File: config.mk
export PLATFORM = sky130hd
export DESIGN_NAME = adc_trig_seq
export DESIGN_NICKNAME = d
export VERILOG_FILES = /design/src/rtl/adc_trig_pkg.sv /design/src/rtl/adc_trig_regs.sv /design/src/rtl/adc_trig_sync.sv /design/src/rtl/adc_trig_core.sv /design/src/rtl/adc_trig_seq.sv
export SDC_FILE = /design/constraint.sdc
export NUM_CORES = 1
export LEC_CHECK = 0
export BUFFER_PORTS_ARGS = -buffer_cell sky130_fd_sc_hd__buf_2
export CAP_MARGIN = 25
export CORE_UTILIZATION = 50
export CTS_CLUSTER_SIZE = 25
export DETAILED_ROUTE_END_ITERATION = 7
export PLACE_DENSITY_LB_ADDON = 0.12
export SYNTH_ARGS = -nofsm -noshare
export SYNTH_HDL_FRONTEND = slang
export SYNTH_SLANG_ARGS = --single-unit
File: constraint.sdc
create_clock -name clk_i -period 1.82 [get_ports clk_i]
set_clock_uncertainty 0.15 [all_clocks]
set_input_delay 0.091 -clock clk_i [delete_from_list [all_inputs] [get_ports clk_i]]
set_output_delay 0.091 -clock clk_i [all_outputs]
set_load 0.05 [all_outputs]
File: src/rtl/adc_trig_pkg.sv
package adc_trig_pkg;

  typedef enum logic [1:0] {
    MODE_SW  = 2'd0,
    MODE_EXT = 2'd1,
    MODE_INT = 2'd2
  } trig_mode_e;

  localparam int unsigned OFS_START = 0;
  localparam int unsigned OFS_CTRL  = 2;
  localparam int unsigned OFS_STOP  = 9;
  localparam int unsigned OFS_BLEN  = 10;

  // src[1] low: software regardless of src[0]
  function automatic trig_mode_e decode_src(input logic [1:0] src);
    if (!src[1]) return MODE_SW;
    if (!src[0]) return MODE_EXT;
    return MODE_INT;
  endfunction

endpackage

File: src/rtl/adc_trig_regs.sv
module adc_trig_regs
  import adc_trig_pkg::*;
#(
  parameter int unsigned ADDR_W = 4,
  parameter int unsigned DATA_W = 8,
  parameter int unsigned CNT_W  = 8
) (
  input  logic              clk_i,
  input  logic              rst_ni,
  input  logic              wr_en_i,
  input  logic [ADDR_W-1:0] wr_addr_i,
  input  logic [DATA_W-1:0] wr_data_i,
  output trig_mode_e        mode_o,
  output logic              burst_en_o,
  output logic [CNT_W-1:0]  burst_len_o,
  output logic              start_o,
  output logic              stop_o
);

  logic [1:0]       src_q;
  logic             burst_q;
  logic [CNT_W-1:0] len_q;
  logic             ctrl_we, len_we;

  always_comb begin
    start_o = wr_en_i && (wr_addr_i == ADDR_W'(OFS_START));
    stop_o  = wr_en_i && (wr_addr_i == ADDR_W'(OFS_STOP));
    ctrl_we = wr_en_i && (wr_addr_i == ADDR_W'(OFS_CTRL));
    len_we  = wr_en_i && (wr_addr_i == ADDR_W'(OFS_BLEN));
  end

  always_ff @(posedge clk_i or negedge rst_ni) begin
    if (!rst_ni) begin
      src_q   <= 2'b00;
      burst_q <= 1'b0;
      len_q   <= '0;
    end else begin
      if (ctrl_we) begin
        src_q   <= wr_data_i[1:0];
        burst_q <= wr_data_i[2];
      end
      if (len_we) len_q <= CNT_W'(wr_data_i);
    end
  end

  assign mode_o      = decode_src(src_q);
  assign burst_en_o  = burst_q;
  assign burst_len_o = len_q;

endmodule

File: src/rtl/adc_trig_sync.sv
module adc_trig_sync #(
  parameter int unsigned STAGES = 2,
  parameter bit          RISING = 1'b1
) (
  input  logic clk_i,
  input  logic rst_ni,
  input  logic async_i,
  output logic edge_o
);

  // STAGES flops of synchronizer plus one history flop
  logic [STAGES:0] sh_q;

  always_ff @(posedge clk_i or negedge rst_ni) begin
    if (!rst_ni) sh_q <= '0;
    else         sh_q <= {sh_q[STAGES-1:0], async_i};
  end

  generate
    if (RISING) begin : g_rise
      assign edge_o = sh_q[STAGES-1] & ~sh_q[STAGES];
    end else begin : g_fall
      assign edge_o = ~sh_q[STAGES-1] & sh_q[STAGES];
    end
  endgenerate

endmodule

File: src/rtl/adc_trig_core.sv
module adc_trig_core
  import adc_trig_pkg::*;
#(
  parameter int unsigned CNT_W  = 8,
  parameter int unsigned PULSES = 3
) (
  input  logic             clk_i,
  input  logic             rst_ni,
  input  logic             tick_i,
  input  logic             start_i,
  input  logic             stop_i,
  input  logic             ext_rise_i,
  input  logic             ext_fall_i,
  input  logic             pacer_i,
  input  trig_mode_e       mode_i,
  input  logic             burst_en_i,
  input  logic [CNT_W-1:0] burst_len_i,
  output logic             gate_o,
  output logic             conv_o,
  output logic             fifo_wr_o,
  output logic             overrun_o
);

  localparam int unsigned     PW   = (PULSES > 1) ? $clog2(PULSES) : 1;
  localparam logic [PW-1:0]   LAST = PW'(PULSES - 1);

  logic             gate_q, busy_q, conv_q, fifo_q, ovr_q;
  logic [PW-1:0]    pcnt_q;
  logic [CNT_W-1:0] chan_q;
  logic             paced, req, hit, first, last, abort, burst_done;

  always_comb begin
    paced = (mode_i != MODE_SW);
    case (mode_i)
      MODE_SW:  req = gate_q & ~busy_q;   // self-repeating
      MODE_EXT: req = gate_q & ext_rise_i;
      default:  req = gate_q & pacer_i;
    endcase
    hit        = busy_q & tick_i;
    first      = hit & (pcnt_q == '0);
    last       = hit & (pcnt_q == LAST);
    abort      = stop_i | (paced & ext_fall_i);
    burst_done = last & burst_en_i & ((chan_q + CNT_W'(1)) == burst_len_i);
  end

  always_ff @(posedge clk_i or negedge rst_ni) begin
    if (!rst_ni) begin
      gate_q <= 1'b0;
      busy_q <= 1'b0;
      pcnt_q <= '0;
      chan_q <= '0;
      conv_q <= 1'b0;
      fifo_q <= 1'b0;
      ovr_q  <= 1'b0;
    end else begin
      conv_q <= first & ~abort;
      fifo_q <= last & ~abort;

      if (abort)           gate_q <= 1'b0;
      else if (start_i)    gate_q <= 1'b1;
      else if (burst_done) gate_q <= 1'b0;

      if (abort | last) begin
        busy_q <= 1'b0;
        pcnt_q <= '0;
      end else if (hit) begin
        pcnt_q <= pcnt_q + PW'(1);
      end else if (req) begin
        busy_q <= 1'b1;
      end

      if (start_i)            chan_q <= '0;
      else if (last & ~abort) chan_q <= chan_q + CNT_W'(1);

      if (stop_i)                       ovr_q <= 1'b0;
      else if (paced & req & busy_q)    ovr_q <= 1'b1;
    end
  end

  assign gate_o    = gate_q;
  assign conv_o    = conv_q;
  assign fifo_wr_o = fifo_q;
  assign overrun_o = ovr_q;

endmodule

File: src/rtl/adc_trig_seq.sv
module adc_trig_seq
  import adc_trig_pkg::*;
#(
  parameter int unsigned ADDR_W      = 4,
  parameter int unsigned DATA_W      = 8,
  parameter int unsigned CNT_W       = 8,
  parameter int unsigned PULSES      = 3,
  parameter int unsigned SYNC_STAGES = 2
) (
  input  logic              clk_i,
  input  logic              rst_ni,
  input  logic              wr_en_i,
  input  logic [ADDR_W-1:0] wr_addr_i,
  input  logic [DATA_W-1:0] wr_data_i,
  input  logic              tick_i,
  input  logic              pacer_i,
  input  logic              ext_pacer_i,
  input  logic              ext_gate_i,
  output logic              gate_o,
  output logic              conv_o,
  output logic              fifo_wr_o,
  output logic              overrun_o
);

  trig_mode_e       mode;
  logic             burst_en, start, stop, ext_rise, ext_fall;
  logic [CNT_W-1:0] burst_len;

  adc_trig_regs #(
    .ADDR_W(ADDR_W), .DATA_W(DATA_W), .CNT_W(CNT_W)
  ) u_regs (
    .clk_i      (clk_i),
    .rst_ni     (rst_ni),
    .wr_en_i    (wr_en_i),
    .wr_addr_i  (wr_addr_i),
    .wr_data_i  (wr_data_i),
    .mode_o     (mode),
    .burst_en_o (burst_en),
    .burst_len_o(burst_len),
    .start_o    (start),
    .stop_o     (stop)
  );

  adc_trig_sync #(.STAGES(SYNC_STAGES), .RISING(1'b1)) u_pacer_sync (
    .clk_i  (clk_i),
    .rst_ni (rst_ni),
    .async_i(ext_pacer_i),
    .edge_o (ext_rise)
  );

  adc_trig_sync #(.STAGES(SYNC_STAGES), .RISING(1'b0)) u_gate_sync (
    .clk_i  (clk_i),
    .rst_ni (rst_ni),
    .async_i(ext_gate_i),
    .edge_o (ext_fall)
  );

  adc_trig_core #(.CNT_W(CNT_W), .PULSES(PULSES)) u_core (
    .clk_i      (clk_i),
    .rst_ni     (rst_ni),
    .tick_i     (tick_i),
    .start_i    (start),
    .stop_i     (stop),
    .ext_rise_i (ext_rise),
    .ext_fall_i (ext_fall),
    .pacer_i    (pacer_i),
    .mode_i     (mode),
    .burst_en_i (burst_en),
    .burst_len_i(burst_len),
    .gate_o     (gate_o),
    .conv_o     (conv_o),
    .fifo_wr_o  (fifo_wr_o),
    .overrun_o  (overrun_o)
  );

endmodule

# == Yosys cells after proc, flatten, opt, wreduce, memory -nomap -nowiden ==
# Index checks and enable logic that the tools add are counted.
# classes
addsub,2
n_eq_ne,7
n_mux,19
bitwise,21
n_reduce_logical,14
# ops
cell,count
8-bit two-way mux,2
1-bit AND,15
2-bit two-way mux,6
1-bit two-way mux,10
2-bit nonzero test,5
8-bit by 1-bit adder with 8-bit output (second input constant),1
4-bit equality test (second input constant),2
8-bit equality test,1
4-bit by 2-bit equality test with 1-bit output (second input constant),1
1-bit logical AND,4
2-bit logical NOT,2
4-bit logical NOT,1
1-bit inverter,4
3-bit nonzero test,1
2-bit by 1-bit adder with 2-bit output (second input constant),1
2-bit by 1-bit equality test with 1-bit output (second input constant),1
2-bit equality test (second input constant),1
2-bit != test (second input constant),1
1-bit bitwise OR,2
1-bit case mux with 2 select lines,1
2-bit AND reduction,1
# totals
register_bits,32
out_inout_bits,4
word_cells,75

# == Depth between registers and ports, before layout ==
# Gate-level depths: netlist (run 1).
# logic_depth
depth_word,11
ltp_mapped,7

# == Cells and area by module ==
# Synthesis (run 1) repeated with hierarchy kept, for this count alone.
# unflattened
cells_unflattened,137
hier_area_um2,1561.5
# modules_own_cells
module,instances,cells_per_inst,area_each_um2
adc_trig_core,1,98,904.6
adc_trig_regs,1,31,479.2
adc_trig_sync,2,4,88.8

# == Worst setup path after synthesis (run 1) ==
# OpenSTA, ideal clock, no wires.
# synth_timing
kind,register to register
startpoint,reg u_core.chan_q[0]
endpoint,reg u_core.gate_q (netlist: u_core.gate_o)
setup_ps,138
arrival_time_ps,1464
required_ps,1532
slack_ps,68
stages_incl_launch_ff,7
n_path_buf,0
synth_period_minus_slack_ps,1752
path_cell_list,dfrtp_1 > ha_1 > xor2_1 > nor3_1 > nand3b_1 > nor4_1 > a311oi_1
# synth_via
elab_chain_cells,4
# synth_rtl
item,line_no,text
"start, declared",adc_trig_core.sv:29,logic [CNT_W-1:0] chan_q;
"start signal, assigned",adc_trig_core.sv:73,else if (last & ~abort) chan_q <= chan_q + CNT_W'(1);
8-bit by 1-bit adder with 8-bit output,adc_trig_core.sv:43,burst_done = last & burst_en_i & ((chan_q + CNT_W'(1)) == burst_len_i);
8-bit equality test,adc_trig_core.sv:43,
1-bit AND,adc_trig_core.sv:43,
3-bit nonzero test (no source line),--,
"end signal, assigned",adc_trig_core.sv:48,gate_q <= 1'b0;
"end signal, assigned",adc_trig_core.sv:59,if (abort) gate_q <= 1'b0;
"end signal, assigned",adc_trig_core.sv:60,else if (start_i) gate_q <= 1'b1;
"end, declared",adc_trig_core.sv:27,"logic gate_q, busy_q, conv_q, fifo_q, ovr_q;"
# Every way passes these cells.
# A chain may end at the register's enable or synchronous reset.

# == Final worst setup path (run 1) ==
# layout_timing
startpoint,reg u_core.chan_q[1]
endpoint,reg u_core.gate_q (netlist: u_core.gate_o)
# Same word-level chain as after synthesis.

==> out/qor.txt, run 1 <==
Most frequent cells in the layout = dfrtp_1 (32), buf_2 (22), nor2_1 (16)
Non-filler cells, final = 207
CP Buf/Inv Count = 0
Status = finished, final reports clean
Leakage power figure = 0.900 nW
Clk root buf = clkbuf_4
Library cells used by synthesis = 31
Fin nets = 200
Max cap viols = 0
Largest net degree at the start of global routing = 33
Bufs on Longest Clock Path = 2
First-pass GRT wire length = 4.73 mm
Area after DPL = 0.00168 mm^2
Reg area = 801 um^2
Io pins = 23
Worst skew pair latency = 0.32 ns
Multi-input gate area = 738 um^2
Register area share after synthesis = 0.537
Floorplan die height = 56.6 um
Area growth syn-to-layout = 31.7%
Tot GR Track Use = 0.195
Vias per std cell = 5.35
Routability cong. = 0.804
Share of power burned in registers = 0.483
Clock share of power = 0.163
Synth top area share = 0.537
Register clock-pin slew on the reported worst setup and hold paths = 0.09 ns
Synthesized area = 0.00149 mm^2
Fraction of layout cells with a size suffix above 1 = 0.324
Hold violation count in the final report = 0
Port Buffers = 22
Pwr Density = 1040 mW/mm^2
TritonCTS buffer count = 5
Final Util = 0.706
Final min period = 1.74 ns
Initial antenna violation count = 0
Worst Tran Pin Value = 0.690 ns
Synthesized flop and latch total = 32
Hold slack = 0.0372 ns
Rel. slew slack = 0.540
Mapped Nets = 148
Cells after DPL = 183
Sink Count = 32
Hold Crit Class = input port to flop
Crit Path Category = flop to flop
First-pass DRT Iterations = 4
Cell mode on critical path = and3_1
Die area = 0.00320 mm^2
DRC Markers = 0
Combinational power share = 0.354
Die W = 56.6 um
Critical path cell sequence = ha_4 > and3_1 > and3_1 > xnor2_1 > nor4_2 > a311oi_1
H-Tree Level Count = 2
Crit start category = flop
Mapped Cells = 126
DR iter-0 viols = 25
Drt total wl = 2.80 mm
Most common cell after layout, fill and taps aside = dfrtp_1
Max rail drop VDD = 0.774 mV
Cell internal pwr = 1.34 mW
Crit-path slowest cell = dfrtp_1
Post-route ant nets = 0
Routed WL per cell = 13.5 um
Tcrit/Tclk final = 0.959
CP Data Arrival Time = 1.82 ns
Final Cell Area = 0.00196 mm^2
Power Total = 2.04 mW
Final Slew Violations = 0
Via count = 1108
Setup crit end kind = flop
Mapped Avg Cell Area = 11.8 um^2
Overflow after GRT = 0
Rows = 19
Largest stage delay on the critical path = 0.42 ns
Synth area leaders = dfrtp_1 (54%), mux2_2 (8.3%), xnor2_1 (6.5%)
Core ar. = 0.00278 mm^2
Synth area leader = dfrtp_1
Initial core utilization = 0.536
Crit path max-delay family = simple AND/OR/NAND/NOR gates
CP Max Fanout = 4
CTS tree = yes
Number of global-route vias before repair = 1073
Sw Share = 0.341
# fillers = 205
Post-DP HPWL = 1.94 mm
Max Freq = 0.573 GHz
Antenna diode count = 0
Ys Warns = 0
NetSw = 0.693 mW
CP required = 1.90 ns
Setup violators final = 0
==> cell usage after synthesis, drive strengths merged <==
master,instances
mux2i,2
ha,3
mux2,11
dfrtp,32
nand2b,2
and3b,2
a211oi,1
a21oi,2
o21ai,1
a31oi,1
nand3b,1
nand2,8
a21boi,1
nor2b,1
nor2,16
and3,4
xnor2,11
o22ai,2
nor3,2
nand3,3
xor2,8
nor3b,3
a21o,1
a22oi,1
nand4,1
inv,3
a311oi,1
nor4,2
==> power groups by stage <==
stage                     Combinational (mW)  Sequential, mW  Clock (mW)
after global placement                 0.589           0.971           0
after detailed placement               0.612           0.979           0
final                                  0.721           0.982       0.332
after CTS                              0.639           0.964       0.347
after global routing                   0.791            1.00       0.375
after floorplan                        0.342            1.05           0
==> final cells by class <==
| class | count | share of cell area |
|---|---|---|
| sequential | 32 | 0.408 |
| multi-input combinational | 91 | 0.376 |
| timing repair buffer | 45 | 0.171 |
| tap | 31 | 0.0198 |
| clock buffer | 5 | 0.0191 |
| inverter | 3 | 0.00574 |
==> flip-flops by register name, indices dropped and copies added, names as in the netlist <==
signal              count
u_core.chan_q           8
u_regs.burst_len_o      8
u_gate_sync.sh_q        3
u_pacer_sync.sh_q       3
u_core.pcnt_q           2
u_regs.src_q            2
u_core.busy_q           1
u_core.conv_o           1
u_core.fifo_wr_o        1
u_core.gate_o           1
u_core.overrun_o        1
u_regs.burst_en_o       1
==> through the flow <==
step | TNS [ns] | worst slack [ns]
after global placement | 0 | 0.0693
after CTS | 0 | 0.0300
after detailed placement | 0 | 0.0445
after floorplan | 0 | 0.0680
after global routing | -0.0135 | -0.0135
final | 0 | 0.0752
==> logic make-up (layout without fill, tap and decap cells) <==
family / count (synthesis) / count (layout) / share of synthesized area
and+or+nand+nor: 45 / 45 / 0.165
DFF: 32 / 32 / 0.537
xor gates and xnor gates: 19 / 19 / 0.112
muxes: 13 / 13 / 0.0966
AOI/OAI and AO/OA: 11 / 11 / 0.0571
adders and majority gates: 3 / 3 / 0.0252
buffers and inverters: 3 / 53 / 0.00756
==> final timing paths <==
path	slack [ns]	from	to	depth (start not counted)
max	0.08	u_core.chan_q[1]	u_core.gate_o	6
min	0.04	wr_en_i	u_core.overrun_o	3
max reg2reg	0.08	u_core.chan_q[1]	u_core.gate_o	6
min reg2reg	0.20	u_pacer_sync.sh_q[0]	u_pacer_sync.sh_q[1]	0
max in group asynchronous	0.87	rst_ni	u_core.chan_q[4]	2
min in group asynchronous	0.20	rst_ni	u_core.chan_q[3]	2
==> worst min-delay path, stage by stage <==
cell,delay [ns]
buf_2,0.09
and3b_4,0.21
a21oi_1,0.07
==> metal layers <==
metal | global-route usage | vias up | part of all wire
met5 | 0 | - | 0
met4 | 0.0697 | 0 | 0.011
met3 | 0.0622 | 4 | 0.034
met2 | 0.323 | 20 | 0.49
met1 | 0.240 | 544 | 0.46
li1 | - | 540 | -
==> repair_timing <==
action	in CTS	in global routing
endpoints found under the hold margin	47	0
resized for setup	0	13
hold buffers	15	0
setup endpoints to repair	0	8
buffers inserted	0	4
(Power assumes the default switching activity.)
==> inputs of run 2 (changes only) <==
Settings changed: SETUP_SLACK_MARGIN set to 0.3.
==> run 2 against run 1 <==
Power rose by 14%. Via count fell by 0.27%. Wire length rose by 9.2%. Die area did not move. Register-to-register slack improved by 0.03 ns. Cell area rose by 2.0%.
==> out/qor.txt, run 2 (synthesis results as in run 1) <==
Status = finished, final reports clean
Most frequent cells in the layout = dfrtp_1 (31), buf_2 (23), nor2_1 (16)
CP Data Arrival Time = 1.80 ns (-0.02 ns)
Routed WL per cell = 14.6 um (+8.2%)
Number of global-route vias before repair = 1112 (+3.6%)
RSZ-0062 raised after global routing = true
Hold EP = u_core.overrun_o
Combinational power share = 0.315 (-0.039)
Cells after DPL = 182 (-0.55%)
Hold Crit Depth = 3 (unchanged)
Register clock-pin slew on the reported worst setup and hold paths = 0.11 ns (+0.02 ns)
CTS tree = yes
Cell internal pwr = 1.58 mW (+18%)
Clk root buf = clkbuf_4
Sw Share = 0.319 (-0.0214)
Hold slack = 0.00958 ns (-0.0277 ns)
Share of power burned in registers = 0.425 (-0.058)
Post-route ant nets = 0 (unchanged)
DRC Markers = 0 (unchanged)
Non-filler cells, final = 209 (+0.97%)
Most common cell after layout, fill and taps aside = dfrtp_1
Final Slew Violations = 0 (unchanged)
Reg-to-reg slack, setup = 0.11 ns (+0.03 ns)
Initial core utilization = 0.536 (unchanged)
Reg2reg start = u_core.chan_q[2]
R2R Path End = u_core.gate_o
Overflow after GRT = 0 (unchanged)
Setup crit end kind = flop
Hold Crit Class = input port to flop
Die area = 0.00320 mm^2 (unchanged)
Hold Path Origin = wr_addr_i[1]
Worst skew pair latency = 0.33 ns (about the same)
Leakage power figure = 0.932 nW (+3.6%)
Io pins = 23 (unchanged)
Routability cong. = 0.858 (+6.8%)
First-pass GRT wire length = 5.00 mm (+5.5%)
Hold violation count in the final report = 0 (unchanged)
Crit Path Category = flop to flop
Fin nets = 199 (-0.50%)
TritonCTS buffer count = 5 (unchanged)
Via count = 1105 (-0.27%)
Floorplan die height = 56.6 um (unchanged)
Core ar. = 0.00278 mm^2 (unchanged)
Clock share of power = 0.261 (+0.098)
Fraction of layout cells with a size suffix above 1 = 0.348 (+0.0245)
Tot GR Track Use = 0.213 (+0.0174)
DR iter-0 viols = 27 (+8.0%)
Final min period = 1.71 ns (-0.0345 ns)
Sink Count = 32 (unchanged)
Rel. slew slack = 0.539 (-0.00121)
Initial antenna violation count = 0 (unchanged)
Drt total wl = 3.06 mm (+9.2%)
Post-DP HPWL = 2.00 mm (+3.5%)
CP required = 1.91 ns (about the same)
Worst Tran Pin Value = 0.692 ns (+0.00182 ns)
Pwr Density = 1160 mW/mm^2 (+12%)
Setup violators final = 0 (unchanged)
Die W = 56.6 um (unchanged)
CP Max Fanout = 6 (+2)
Port Buffers = 22 (unchanged)
Largest net degree at the start of global routing = 33 (unchanged)
Bufs on Longest Clock Path = 2 (unchanged)
Antenna diode count = 0 (unchanged)
Vias per std cell = 5.29 (-1.2%)
Tcrit/Tclk final = 0.940 (-0.0189)
Max Freq = 0.585 GHz (+2.0%)
Crit start category = flop
NetSw = 0.742 mW (+7.0%)
Max rail drop VDD = 0.968 mV (+25%)
Worst r2r path cells = 5 (-1)
First-pass DRT Iterations = 4 (unchanged)
Final setup TNS = 0 ns (unchanged)
H-Tree Level Count = 2 (unchanged)
Area growth syn-to-layout = 34.4%
Final Util = 0.720 (+0.0144)
Rows = 19 (unchanged)
Max cap viols = 0 (unchanged)
run 2: how the worst max path moves through the flow:
| stage | end | depth (start not counted) | startpoint |
|---|---|---|---|
| after floorplan | u_core.gate_o | 6 | u_core.chan_q[0] |
| after global placement | u_core.chan_q[7] | 8 | u_core.pcnt_q[0] |
| after detailed placement | u_core.chan_q[7] | 8 | u_core.pcnt_q[0] |
| after CTS | u_core.chan_q[7] | 8 | u_core.pcnt_q[0] |
| after global routing | u_core.gate_o | 6 | u_core.chan_q[0] |
| final | u_core.gate_o | 5 | u_core.chan_q[2] |
run 2: final cells by class:
| cell class | count | area [um^2] |
|---|---|---|
| inverters | 3 | 11.3 |
| repair buffers | 44 | 312 |
| flip-flops and latches | 32 | 802 |
| well taps | 31 | 38.8 |
| fillers | 201 | 778 |
| multi-input cells | 91 | 744 |
| clock buffers | 7 | 65.1 |
| clock inverters | 1 | 30.0 |
run 2: power groups by stage:
stage          logic, mW  registers, mW  clock network, mW
3_5_place_dp       0.595          0.985                  0
4_1_cts            0.712          0.984              0.609
3_3_place_gp       0.569          0.972                  0
5_1_grt            0.797           1.01              0.652
2_1_floorplan      0.348           1.05                  0
6_report           0.732          0.987              0.606
run 2: per-layer routing:
layer | global-route usage | up-vias | part of all wire
met5 | 0 | - | 0
met1 | 0.253 | 542 | 0.42
met2 | 0.358 | 20 | 0.53
met4 | 0.0976 | 0 | 0.014
li1 | - | 536 | -
met3 | 0.0576 | 7 | 0.033
run 2: repair_timing:
item,4_1_cts,5_1_grt
cloned,1,0
setup buffers,4,0
resized for setup,6,4
pin swaps,11,5
setup endpoints to repair,9,9
hold buffers,13,1
endpoints found under the hold margin,50,1
run 2: per-stage QoR:
step	instance area, um^2	power [mW]	setup slack (ns)
after floorplan	1500	1.40	0.127
after global placement	1670	1.54	0.0761
after detailed placement	1670	1.58	0.0379
after CTS	1970	2.31	0.0866
after global routing	2000	2.45	-0.00694
final	2000	2.32	0.110
run 2: worst max-delay path, stage by stage (launching register included):
cell and delay (ns):
dfrtp_2 0.44, and3_1 0.24, and3_2 0.26, nand3_1 0.11, xnor2_1 0.15, a311oi_1 0.27
==> inputs of run 3 (changes only) <==
Settings changed: PLACE_DENSITY set to 0.82, PLACE_DENSITY_LB_ADDON 0.12 to unset.
==> run 3 against run 2 <==
Wire length is 4.9% higher. Combinational power is 15% higher. Sequential cell count stayed put. Largest power group unchanged. Global-route usage is 0.15 points lower. Maximum frequency is 0.55% lower. Clock power is 32% lower. Sequential share of layout area is 0.80 points lower. Power is 3.9% lower.
==> out/qor.txt, run 3 (synthesis results as in run 1) <==
Status = finished, final reports clean
Max rail drop VDD = 0.852 mV (-12%)
Port Buffers = 22 (unchanged)
Post-DP HPWL = 2.02 mm (+0.53%)
Hold Crit Class = input port to flop
Area growth syn-to-layout = 36.9%
Final Util = 0.734 (+0.0135)
Drt total wl = 3.21 mm (+4.9%)
Max Freq = 0.581 GHz (-0.55%)
RSZ-0062 raised after global routing = true
Most frequent cells in the layout = dfrtp_1 (32), buf_2 (22), nor2_1 (16)
Clk root buf = clkbuf_4
CP Max Fanout = 4 (-2)
Die W = 56.6 um (unchanged)
Initial core utilization = 0.536 (unchanged)
Fin nets = 205 (+3.0%)
Core ar. = 0.00278 mm^2 (unchanged)
Crit start category = flop
DRC Markers = 0 (unchanged)
H-Tree Level Count = 2 (unchanged)
Pwr Density = 1100 mW/mm^2 (-5.6%)
Final Slew Violations = 0 (unchanged)
Rows = 19 (unchanged)
DR iter-0 viols = 56 (+110%)
Setup crit end kind = flop
Tcrit/Tclk final = 0.945 (+0.00520)
Worst skew pair latency = 0.31 ns (-0.02 ns)
Via count = 1145 (+3.6%)
Floorplan die height = 56.6 um (unchanged)
Crit Path Category = flop to flop
Setup violators final = 0 (unchanged)
Io pins = 23 (unchanged)
Routability cong. = 0.788 (-8.1%)
CP Data Arrival Time = 1.78 ns (-0.02 ns)
Largest net degree at the start of global routing = 33 (unchanged)
Largest stage delay on the critical path = 0.39 ns (-0.05 ns)
Final setup TNS = 0 ns (unchanged)
Vias per std cell = 5.33 (+0.73%)
Antenna diode count = 0 (unchanged)
Sink Count = 32 (unchanged)
Max cap viols = 0 (unchanged)
Number of global-route vias before repair = 1122 (+0.90%)
Die area = 0.00320 mm^2 (unchanged)
TritonCTS buffer count = 5 (unchanged)
CTS tree = yes
Tot GR Track Use = 0.211 (-0.00148)
Overflow after GRT = 0 (unchanged)
Fraction of layout cells with a size suffix above 1 = 0.375 (+0.0267)
Bufs on Longest Clock Path = 2 (unchanged)
Most common cell after layout, fill and taps aside = dfrtp_1
CP required = 1.88 ns (-0.03 ns)
Crit-path slowest cell = dfrtp_1
Leakage power figure = 0.938 nW (+0.61%)
Worst Tran Pin Value = 0.712 ns (+0.0202 ns)
Initial antenna violation count = 0 (unchanged)
Post-route ant nets = 0 (unchanged)
First-pass DRT Iterations = 4 (unchanged)
Hold violation count in the final report = 0 (unchanged)
First-pass GRT wire length = 5.00 mm (+0.14%)
Register clock-pin slew on the reported worst setup and hold paths = 0.10 ns (about the same)
Critical path cell sequence = inv_2 > ha_4 > nand3_4 > a211oi_4 > buf_4 > buf_6 > mux2i_1 > nor2_1
Routed WL per cell = 14.9 um (+2.0%)
Final min period = 1.72 ns (+0.00947 ns)
Rel. slew slack = 0.525 (-0.0135)
## run 3: cell count changes in the layout (fill, tap and decap cells not counted), moves of 2 or more
cell	change
and3_4	+3
and3_1	-2
nand2_1	-3
buf_4	+2
buf_6	+6
clkbuf_1	+2
nand2_2	+3
## run 3: worst max-delay path: cells and delay by family (launching register included)
kind	cells	cell delay (ns)
AO/OA/AOI/OAI	1	0.21
adder cells (fa/ha/maj)	1	0.16
buffers and inverters	3	0.36
flip-flops	1	0.39
multiplexers	1	0.20
AND/OR/NAND/NOR	2	0.14
## run 3: what timing repair did
| action | 4_1_cts | 5_1_grt |
|---|---|---|
| hold buffers | 13 | 0 |
| resized for setup | 11 | 9 |
| buffers inserted | 9 | 3 |
| pin swaps | 6 | 7 |
| gates cloned | 1 | 0 |
| endpoints found under the hold margin | 50 | 0 |
| setup endpoints to repair | 9 | 10 |
## run 3: path summary, 6_finish.rpt
check                                           end  slack [ns]                 from  cells after the start
worst max-delay path               u_core.chan_q[1]        0.10     u_core.pcnt_q[0]                      8
worst min-delay path               u_core.overrun_o        0.04              wr_en_i                      3
max in group asynchronous          u_core.chan_q[3]        0.86               rst_ni                      2
worst max register to register     u_core.chan_q[1]        0.10     u_core.pcnt_q[0]                      8
worst min register to register  u_gate_sync.sh_q[1]        0.21  u_gate_sync.sh_q[0]                      0
min in group asynchronous             u_core.conv_o        0.20               rst_ni                      2
## run 3: where the power goes
| group | total, mW | switching (mW) | internal, mW |
|---|---|---|---|
| Combinational | 0.841 | 0.403 | 0.438 |
| Sequential | 0.984 | 0.130 | 0.853 |
| Clock | 0.410 | 0.220 | 0.191 |
## run 3: metal layers
layer,track usage,vias to the layer above,part of all wire
met5,0,-,0
met4,0.0592,0,0.0059
met3,0.0622,2,0.035
met2,0.361,27,0.54
met1,0.259,567,0.42
li1,-,549,-
## run 3: per-stage QoR
step	cell area (um^2)	setup WS (ns)	hold slack [ns]	std cells	total power [mW]
after floorplan	1500	0.127	-0.355	126	1.40
after global placement	1660	0.0653	0.0113	181	1.52
after detailed placement	1660	0.0117	0.0220	181	1.57
after CTS	1980	0.0933	0.0197	212	2.17
after global routing	2040	0.00334	0.0209	215	2.37
final	2040	0.100	0.0363	215	2.23
## run 3: cell type report
class | instances | area (um^2)
clock buffers | 8 | 58.8
fillers | 199 | 741
inverters | 3 | 11.3
multi-input cells | 91 | 752
flip-flops and latches | 32 | 801
well taps | 31 | 38.8
repair buffers | 50 | 379
